## config.mk

```make
export PLATFORM = sky130hd
export DESIGN_NAME = cli_exec_unit
export DESIGN_NICKNAME = d
export VERILOG_FILES = /design/src/rtl/cli_exec_unit.sv
export SDC_FILE = /design/constraint.sdc
export NUM_CORES = 1
export LEC_CHECK = 0
export ABC_CLOCK_PERIOD_IN_PS = 6500
export BUFFER_PORTS_ARGS = -buffer_cell sky130_fd_sc_hd__buf_2
export CORE_UTILIZATION = 37
export DETAILED_ROUTE_END_ITERATION = 10
export PLACE_DENSITY = 0.74
export SLEW_MARGIN = 10
export SYNTH_ARGS = -nofsm -noshare
export SYNTH_HDL_FRONTEND = slang
export SYNTH_SLANG_ARGS = --single-unit
export TNS_END_PERCENT = 10
```

## constraint.sdc

```tcl
create_clock -name clk -period 6.5 [get_ports clk]
set_clock_uncertainty 0.2 [all_clocks]
set_input_delay 1.3 -clock clk [delete_from_list [all_inputs] [get_ports clk]]
set_output_delay 1.3 -clock clk [all_outputs]
set_load 0.005 [all_outputs]
```

## src/rtl/cli_exec_unit.sv

```systemverilog
module cli_exec_unit #(
  parameter int          DW      = 32,
  parameter logic [31:0] IO_MASK = 32'hF000_0000,
  parameter logic [31:0] IO_BASE = 32'hF000_0000
) (
  input  logic          clk,
  input  logic          rst_n,
  input  logic          issue_valid,
  output logic          issue_ready,
  input  logic [31:0]   insn,
  input  logic [DW-1:0] opnd_a,
  input  logic [DW-1:0] opnd_b,
  input  logic          msr_dr,
  input  logic          msr_ir,
  input  logic          problem_state,
  output logic          xl_req_valid,
  input  logic          xl_req_ready,
  output logic [DW-1:0] xl_vaddr,
  output logic          xl_store,
  output logic          xl_no_prot,
  output logic          xl_no_lock,
  output logic          xl_set_ref,
  input  logic          xl_rsp_valid,
  input  logic          xl_rsp_hit,
  input  logic [DW-1:0] xl_rsp_pa,
  output logic          ic_inv_valid,
  input  logic          ic_inv_ready,
  output logic [DW-1:0] ic_inv_addr,
  output logic          dc_inv_valid,
  input  logic          dc_inv_ready,
  output logic [DW-1:0] dc_inv_addr,
  output logic          done,
  output logic          wb_valid,
  output logic [4:0]    wb_idx,
  output logic [DW-1:0] wb_data,
  output logic          cr0_we,
  output logic [3:0]    cr0_val,
  output logic          dsi_irq,
  output logic [31:0]   dsisr,
  output logic          priv_fault
);

  localparam logic [5:0] PRIMARY = 6'd31;
  localparam logic [9:0] EXTOP   = 10'd502;

  typedef enum logic [2:0] {ST_IDLE, ST_XREQ, ST_XWAIT, ST_INV, ST_DONE} st_t;

  st_t           st;
  logic [DW-1:0] ea_q, pa_q;
  logic [4:0]    ra_q;
  logic          rc_q, act_q, dsi_q, pf_q, ic_pend, dc_pend;
  logic [31:0]   dsisr_q;

  logic [4:0]    ra_f;
  logic          match, take;
  logic [DW-1:0] ea_calc;
  logic          ic_left, dc_left;
  logic          unused_ok;

  assign ra_f    = insn[20:16];
  assign match   = (insn[31:26] == PRIMARY) && (insn[10:1] == EXTOP);
  assign ea_calc = ((ra_f != 5'd0) ? opnd_a : '0) + opnd_b;
  assign take    = issue_valid && (st == ST_IDLE);
  assign ic_left = ic_pend && !ic_inv_ready;
  assign dc_left = dc_pend && !dc_inv_ready;
  assign unused_ok = ^{insn[25:21], msr_ir};

  function automatic logic in_io(input logic [DW-1:0] a);
    in_io = ((a & IO_MASK) == IO_BASE);
  endfunction

  always_ff @(posedge clk) begin
    if (!rst_n) begin
      st      <= ST_IDLE;
      ea_q    <= '0;
      pa_q    <= '0;
      ra_q    <= '0;
      rc_q    <= 1'b0;
      act_q   <= 1'b0;
      dsi_q   <= 1'b0;
      pf_q    <= 1'b0;
      ic_pend <= 1'b0;
      dc_pend <= 1'b0;
      dsisr_q <= '0;
    end else begin
      case (st)
        ST_IDLE: if (take) begin
          ea_q  <= ea_calc;
          pa_q  <= ea_calc;
          ra_q  <= ra_f;
          rc_q  <= insn[0];
          act_q <= match && !problem_state;
          pf_q  <= match && problem_state;
          dsi_q <= 1'b0;
          if (!match || problem_state) st <= ST_DONE;
          else if (msr_dr)             st <= ST_XREQ;
          else if (in_io(ea_calc))     st <= ST_DONE;
          else begin
            st      <= ST_INV;
            ic_pend <= 1'b1;
            dc_pend <= 1'b1;
          end
        end
        ST_XREQ: if (xl_req_ready) st <= ST_XWAIT;
        ST_XWAIT: if (xl_rsp_valid) begin
          if (!xl_rsp_hit) begin
            dsi_q   <= 1'b1;
            dsisr_q <= 32'h8000_0000;
            st      <= ST_DONE;
          end else begin
            pa_q <= xl_rsp_pa;
            if (in_io(xl_rsp_pa)) st <= ST_DONE;
            else begin
              st      <= ST_INV;
              ic_pend <= 1'b1;
              dc_pend <= 1'b1;
            end
          end
        end
        ST_INV: begin
          ic_pend <= ic_left;
          dc_pend <= dc_left;
          if (!ic_left && !dc_left) st <= ST_DONE;
        end
        ST_DONE: st <= ST_IDLE;
        default: st <= ST_IDLE;
      endcase
    end
  end

  assign issue_ready  = (st == ST_IDLE);
  assign xl_req_valid = (st == ST_XREQ);
  assign xl_vaddr     = ea_q;
  assign xl_store     = 1'b1;
  assign xl_no_prot   = 1'b1;
  assign xl_no_lock   = 1'b1;
  assign xl_set_ref   = 1'b1;
  assign ic_inv_valid = (st == ST_INV) && ic_pend;
  assign dc_inv_valid = (st == ST_INV) && dc_pend;
  assign ic_inv_addr  = pa_q;
  assign dc_inv_addr  = pa_q;
  assign done         = (st == ST_DONE);
  assign wb_valid     = done && act_q && !dsi_q && (ra_q != 5'd0);
  assign wb_idx       = ra_q;
  assign wb_data      = ea_q;
  assign cr0_we       = done && act_q && rc_q;
  assign cr0_val      = 4'd0;
  assign dsi_irq      = done && dsi_q;
  assign dsisr        = dsisr_q;
  assign priv_fault   = done && pf_q;


  done_pulse_chk: assert property (@(posedge clk) disable iff (!rst_n)
    done |=> !done);

  ic_hold_chk: assert property (@(posedge clk) disable iff (!rst_n)
    ic_inv_valid && !ic_inv_ready |=> ic_inv_valid && $stable(ic_inv_addr));

  dc_hold_chk: assert property (@(posedge clk) disable iff (!rst_n)
    dc_inv_valid && !dc_inv_ready |=> dc_inv_valid && $stable(dc_inv_addr));

  dsi_status_chk: assert property (@(posedge clk) disable iff (!rst_n)
    dsi_irq |-> dsisr[31] && !wb_valid && !ic_inv_valid && !dc_inv_valid);

  priv_quiet_chk: assert property (@(posedge clk) disable iff (!rst_n)
    priv_fault |-> !wb_valid && !cr0_we && !dsi_irq);

  busy_ignore_chk: assert property (@(posedge clk) disable iff (!rst_n)
    !issue_ready && !done |=> !issue_ready);

endmodule

```

==> flow_metrics.py, run 1 <==
metrics = {
    "sta": {
        "min_period_ps": 5270,
        "setup_violations": 0,
        "slew_headroom_pct": 26.2,
        "drv_slew": 0,
        "finalWorstSetupSlack_ps": 1230,
        "fmax_mhz": 190,
        "post-route-period-util_pct": 81.1,
        "setup_tns_ps": 0,
        "worst_pin_slew_ps": 1100,
        "rsz0062_at_grt": "no",
        "hold_viol": 0,
    },
    "clock_tree": {
        "cts_root_buf": "clkbuf_16",
        "clock_path_buffers": 2,
        "cts_buffers": 9,
        "htree_levels": 3,
        "tritoncts": "built",
        "post-cts-setup-buffers": 0,
        "cts_resized": 0,
        "clock_latency_ps": 320,
        "path_clk_slew_ps": 60,
        "clock_sinks": 79,
        "hold_buffers": 0,
    },
    "routing": {
        "drtIter0Drc": 334,
        "drtAntennaViolNets": 0,
        "wirelength_mm": 18.3,
        "vias_per_cell": 5.03,
        "via_count": 5972,
        "remaining_drc_errors": 0,
        "wire_per_inst_microns": 15.4,
        "drtPass1Iterations": 5,
    },
    "worst_hold_path": {
        "worstHoldStart": "pf_q",
        "worstHoldPathType": "reg2reg",
        "whs_path_depth": 2,
        "hold_end": "pf_q",
    },
    "critical_path": {
        "worstSetupPathType": "in2reg",
        "rr_endpoint": "dc_inv_addr[16]",
        "r2r_cells": 7,
        "endpoint_kind": "flop",
        "crit_fanout": 19,
        "cp.required_ps": 6560,
        "crit_arrival_ps": 5330,
        "rrSetupSlack_ps": 3690,
        "r2r_start": "st[0]",
        "start_kind": "input pin",
        "crit_start": "insn[17]",
    },
    "synthesis": {
        "synthCells": 792,
        "synth_top_cell_area_share_pct": 26.7,
        "async_reset_ff_share_pct": 0,
        "yosysMostFrequentCell": "nand2_1",
        "synth-edff-count": 0,
        "yosysWarnings": 0,
        "seq_area_frac_synth_pct": 26.7,
        "yosys-top-cells-area": "dfxtp_1 27%, buf_4 13%, nand2_1 8.7%",
        "synth_area_sq_um": 5930,
        "synthTopCellsByCount": "138 x nand2_1, 103 x buf_4, 79 x a21oi_1, 79 x dfxtp_1, 66 x nor2_1",
        "avgSynthCellArea_sq_um": 7.49,
        "synth-seq-cells": 79,
        "synth_ff_type": "dfxtp_1",
        "synth_largest_area_cell": "dfxtp_1",
        "ys_types": 68,
    },
    "final_layout": {
        "n_antenna_cell": 0,
        "fin_nets": 1145,
        "areaGrowthSynthToFinish_pct": 19.8,
        "final_layout_size_suffix_gt1_share_pct": 31.7,
    },
    "placement": {
        "io_buffers": 270,
        "dpl.hpwl_mm": 14.6,
        "post-place-ws_ps": 909,
        "gp_congestion": 0.860,
    },
    "flow_run": {
        "cap_viol_max_count": 0,
    },
    "outcome": {
        "status": "finished clean",
    },
    "floorplanning": {
        "core_area_sq_um": 15400,
        "die_height_microns": 129,
        "fp-row-count": 45,
        "io_pins": 321,
        "initial_utilization_pct": 38.5,
        "die-area_sq_um": 16500,
        "fp.dieW_microns": 129,
    },
    "grt": {
        "overflow": 0,
        "grt_util_all_layers_pct": 21.0,
        "grt_max_degree": 51,
        "antenna_found_initial": 0,
        "grt_pass1_wl_mm": 26.9,
        "grt_pass1_vias": 5107,
    },
    "power": {
        "vdd_ir_drop_max_v": 0.000114,
        "power_density_nw_per_um2": 220,
        "power.leakage_nw": 3.50,
    },
}
cell type report:
| class | count | area, sq um |
|---|---|---|
| Inverter | 8 | 30.0 |
| Fill cell | 1602 | 8320 |
| Clock buffer | 10 | 239 |
| Multi-Input combinational cell | 599 | 3540 |
| Clock inverter | 4 | 47.5 |
| Sequential cell | 79 | 1580 |
| Timing Repair Buffer | 277 | 1400 |
| Tap cell | 211 | 264 |
routing by layer:
| metal | GRT usage (%) | part of all wire [%] | vias to the layer above |
|---|---|---|---|
| li1 | - | - | 2981 |
| met1 | 28.9 | 47 | 2749 |
| met2 | 35.0 | 47 | 232 |
| met3 | 2.58 | 5.5 | 10 |
| met4 | 4.98 | 0.80 | 0 |
| met5 | 0 | 0 | - |
sequential cells by signal, indices dropped and copies added, names as in the netlist, 3 cells and up:
name         count
dc_inv_addr     32
wb_data         32
wb_idx           5
st               3
logic make-up after synthesis:
| kind of cell | share of synthesized area, % |
|---|---|
| buf+inv | 16.3 |
| flops | 26.7 |
| xor+xnor | 4.11 |
| simple gates | 23.7 |
| compound gates | 21.8 |
| mux | 0.527 |
| fa+ha+maj | 6.87 |
| other cells | 0.127 |
where the power goes:
group	switching (W)	internal, W	total [W]	leakage [nW]
clock network	0.000193	0.000302	0.000496	0.140
logic	0.000285	0.000215	0.000500	2.71
registers	0.0000373	0.000531	0.000569	0.651
total	0.000516	0.00105	0.00156	3.50
critical path: stages:
cell and delay (ps):
buf_2 100, or4_1 600, nor2_2 120, buf_4 260, nor2b_1 90, ha_1 210, fa_1 400, a21o_1 220
a31oi_1 230, or3_1 290, a41oi_2 220, a21boi_0 400, o21ai_0 180, xor2_1 340, o221ai_1 150, a21oi_1 190
per-stage QoR:
stage                     hold WS (ps)  util [%]  instance area [sq um]  power, W  cells
final                              256      46.1                   7110   0.00156   1188
after global routing               286      46.1                   7110   0.00166   1188
after CTS                          256      46.1                   7110   0.00157   1188
after detailed placement           248      44.2                   6820   0.00108   1174
after global placement             235      44.2                   6820   0.00107   1174
after floorplan                    227         -                   6070  0.000933    829
how the worst max path moves through the flow:
stage | cells after the start | end | slack [ps]
final | 16 | dc_inv_addr[24] | 1230
after global routing | 15 | dc_inv_addr[27] | 850
after CTS | 15 | dc_inv_addr[27] | 1250
after detailed placement | 16 | dc_inv_addr[24] | 910
after global placement | 16 | dc_inv_addr[24] | 920
after floorplan | 15 | st[2] | 1560
cell usage in the layout (no fill, tap or decap), types with 11 or more instances in the layout:
cell,Yosys,final
a21o_1,11,11
a21oi_1,79,79
a311oi_1,17,17
a31oi_1,12,12
buf_2,3,270
conb_1,2,39
dfxtp_1,79,79
ha_1,31,31
nand2_1,138,138
nor2_1,66,64
nor2b_1,34,34
o21ai_0,25,25
xnor2_1,13,13
xor2_1,13,13
(Power assumes the default switching activity.)
==> inputs of run 2 (changes only) <==
Settings changed: ABC_CLOCK_PERIOD_IN_PS 6500 to 4800, PLACE_DENSITY 0.74 to 0.77.
Clock period 6.5 ns to 4.8 ns, I/O delays scaled along.
==> run 2 against run 1 <==
Net effect: clock-buffer cell count up 1; hold slack worse by 3.2 ps; combinational power grew 50%; power rose by 45%; critical path depth grew 1; wire length is 2.9% higher; final cell count increased by 4.7%; largest power group unchanged; highest routed layer unchanged.
==> flow_metrics.py, run 2 (synthesized netlist as in run 1, its figures left out) <==
metrics = {
    "floorplanning": {
        "die-area_sq_um": 16500,
        "initial_utilization_pct": 38.5,
        "io_pins": 321,
        "fp.dieW_microns": 129,
        "core_area_sq_um": 15400,
        "die_height_microns": 129,
        "fp-row-count": 45,
    },
    "sta": {
        "drv_slew": 0,
        "worst_pin_slew_ps": 1120,
        "hold_viol": 0,
        "rsz0062_at_grt": "no",
        "min_period_ps": 4590,
        "fmax_mhz": 218,
        "setup_violations": 0,
        "post-route-period-util_pct": 95.6,
        "whs_ps": 252,
        "slew_headroom_pct": 25.4,
    },
    "grt": {
        "grt_util_all_layers_pct": 22.1,
        "antenna_found_initial": 0,
        "grt_pass1_vias": 5570,
        "grt_max_degree": 51,
        "overflow": 0,
        "grt_pass1_wl_mm": 28.4,
    },
    "power": {
        "comb_power_share_pct": 33.1,
        "p_sw_share_pct": 32.1,
        "p_seq_share_pct": 34.1,
        "p_switching_w": 0.000726,
        "power.leakage_nw": 3.79,
        "pwr-share-clk_pct": 32.8,
        "internal_power_w": 0.00154,
        "power_density_nw_per_um2": 298,
        "vdd_ir_drop_max_v": 0.000143,
    },
    "final_layout": {
        "fin_nets": 1199,
        "layout_common_cells": "270 x buf_2, 138 x nand2_1, 79 x a21oi_1, 79 x dfxtp_1, 64 x nor2_1",
        "areaGrowthSynthToFinish_pct": 27.8,
        "final_layout_size_suffix_gt1_share_pct": 35.6,
        "n_antenna_cell": 0,
        "multi_input_area_sq_um": 3560,
        "final_common_cell": "buf_2",
        "regArea_sq_um": 1580,
        "utilization_pct": 49.1,
        "fillers": 1592,
    },
    "clock_tree": {
        "cts_root_buf": "clkbuf_16",
        "htree_levels": 3,
        "cts_resized": 1,
        "tritoncts": "built",
        "hold_buffers": 0,
        "clock_latency_ps": 330,
        "clock_sinks": 79,
        "clock_path_buffers": 2,
        "cts_buffers": 9,
        "path_clk_slew_ps": 60,
        "post-cts-setup-buffers": 0,
    },
    "placement": {
        "dpl.hpwl_mm": 15.1,
        "gp_congestion": 0.846,
        "io_buffers": 270,
    },
    "critical_path": {
        "cp.required_ps": 4860,
        "crit_arrival_ps": 4650,
        "start_kind": "input pin",
        "endpoint_kind": "flop",
        "rrSetupSlack_ps": 1940,
        "r2r_cells": 7,
        "rr_endpoint": "dc_inv_addr[16]",
        "crit_fanout": 24,
        "worstSetupPathType": "in2reg",
        "r2r_start": "st[2]",
    },
    "routing": {
        "remaining_drc_errors": 0,
        "vias_per_cell": 5.02,
        "wirelength_mm": 18.8,
        "wire_per_inst_microns": 15.1,
        "drtAntennaViolNets": 0,
        "via_count": 6247,
        "drtIter0Drc": 277,
        "drtPass1Iterations": 5,
    },
    "outcome": {
        "status": "finished clean",
    },
    "worst_hold_path": {
        "worstHoldPathType": "reg2reg",
        "worstHoldStart": "pf_q",
        "hold_end": "pf_q",
        "whs_path_depth": 2,
    },
    "flow_run": {
        "cap_viol_max_count": 0,
    },
}
## run 2: through the flow
stage               setup slack, ps  power, W  instance area, sq um  std cells  setup TNS [ps]
floorplan                       199   0.00126                  6070        829               0
global placement               -320   0.00152                  7240       1228           -1110
detailed placement             -348   0.00153                  7240       1228           -1430
CTS                            94.7   0.00227                  7560       1244               0
global route                   19.5   0.00239                  7580       1244               0
finish                          209   0.00226                  7580       1244               0
## run 2: metal layers
layer | up-vias | share of wire (%) | GRT usage (%) | wire length [microns]
li1 | 3086 | - | - | -
met1 | 2869 | 46 | 29.2 | 8690
met2 | 263 | 45 | 36.7 | 8550
met3 | 29 | 5.5 | 2.25 | 1030
met4 | 0 | 2.8 | 9.48 | 526
met5 | - | 0 | 0 | 0
## run 2: worst max-delay path by stage
| stage | slack, ps | start | end |
|---|---|---|---|
| finish | 210 | insn[17] | st[2] |
| global route | 20 | insn[17] | dc_pend |
| CTS | 90 | insn[17] | wb_data[22] |
| detailed placement | -350 | insn[17] | wb_data[22] |
| global placement | -320 | insn[17] | wb_data[22] |
| floorplan | 200 | insn[17] | st[2] |
## run 2: worst max-delay path: stages
cell      delay [ps]
buf_2            100
or4_1            600
nor2_2           180
buf_12           180
nor2b_1           60
ha_1             210
fa_1             380
a21o_1           220
a31oi_1          250
or3_4            200
buf_4            120
a31oi_1           90
o211ai_2         230
nor4b_4          240
o211ai_2         180
or2_1            250
a211oi_2         160
## run 2: area by class of cell
cell class / instances / share of cell area [%]
multi-input cells: 599 / 46.9
repair buffers: 331 / 24.0
flip-flops and latches: 79 / 20.9
well taps: 211 / 3.48
clock buffers: 11 / 3.20
clock inverters: 5 / 1.07
inverters: 8 / 0.396
## run 2: power by group through the flow
stage | clock, W | sequential [W] | combinational, W
finish | 0.000743 | 0.000770 | 0.000749
global route | 0.000785 | 0.000777 | 0.000831
CTS | 0.000755 | 0.000770 | 0.000745
detailed placement | 0 | 0.000784 | 0.000743
global placement | 0 | 0.000783 | 0.000734
floorplan | 0 | 0.000780 | 0.000483
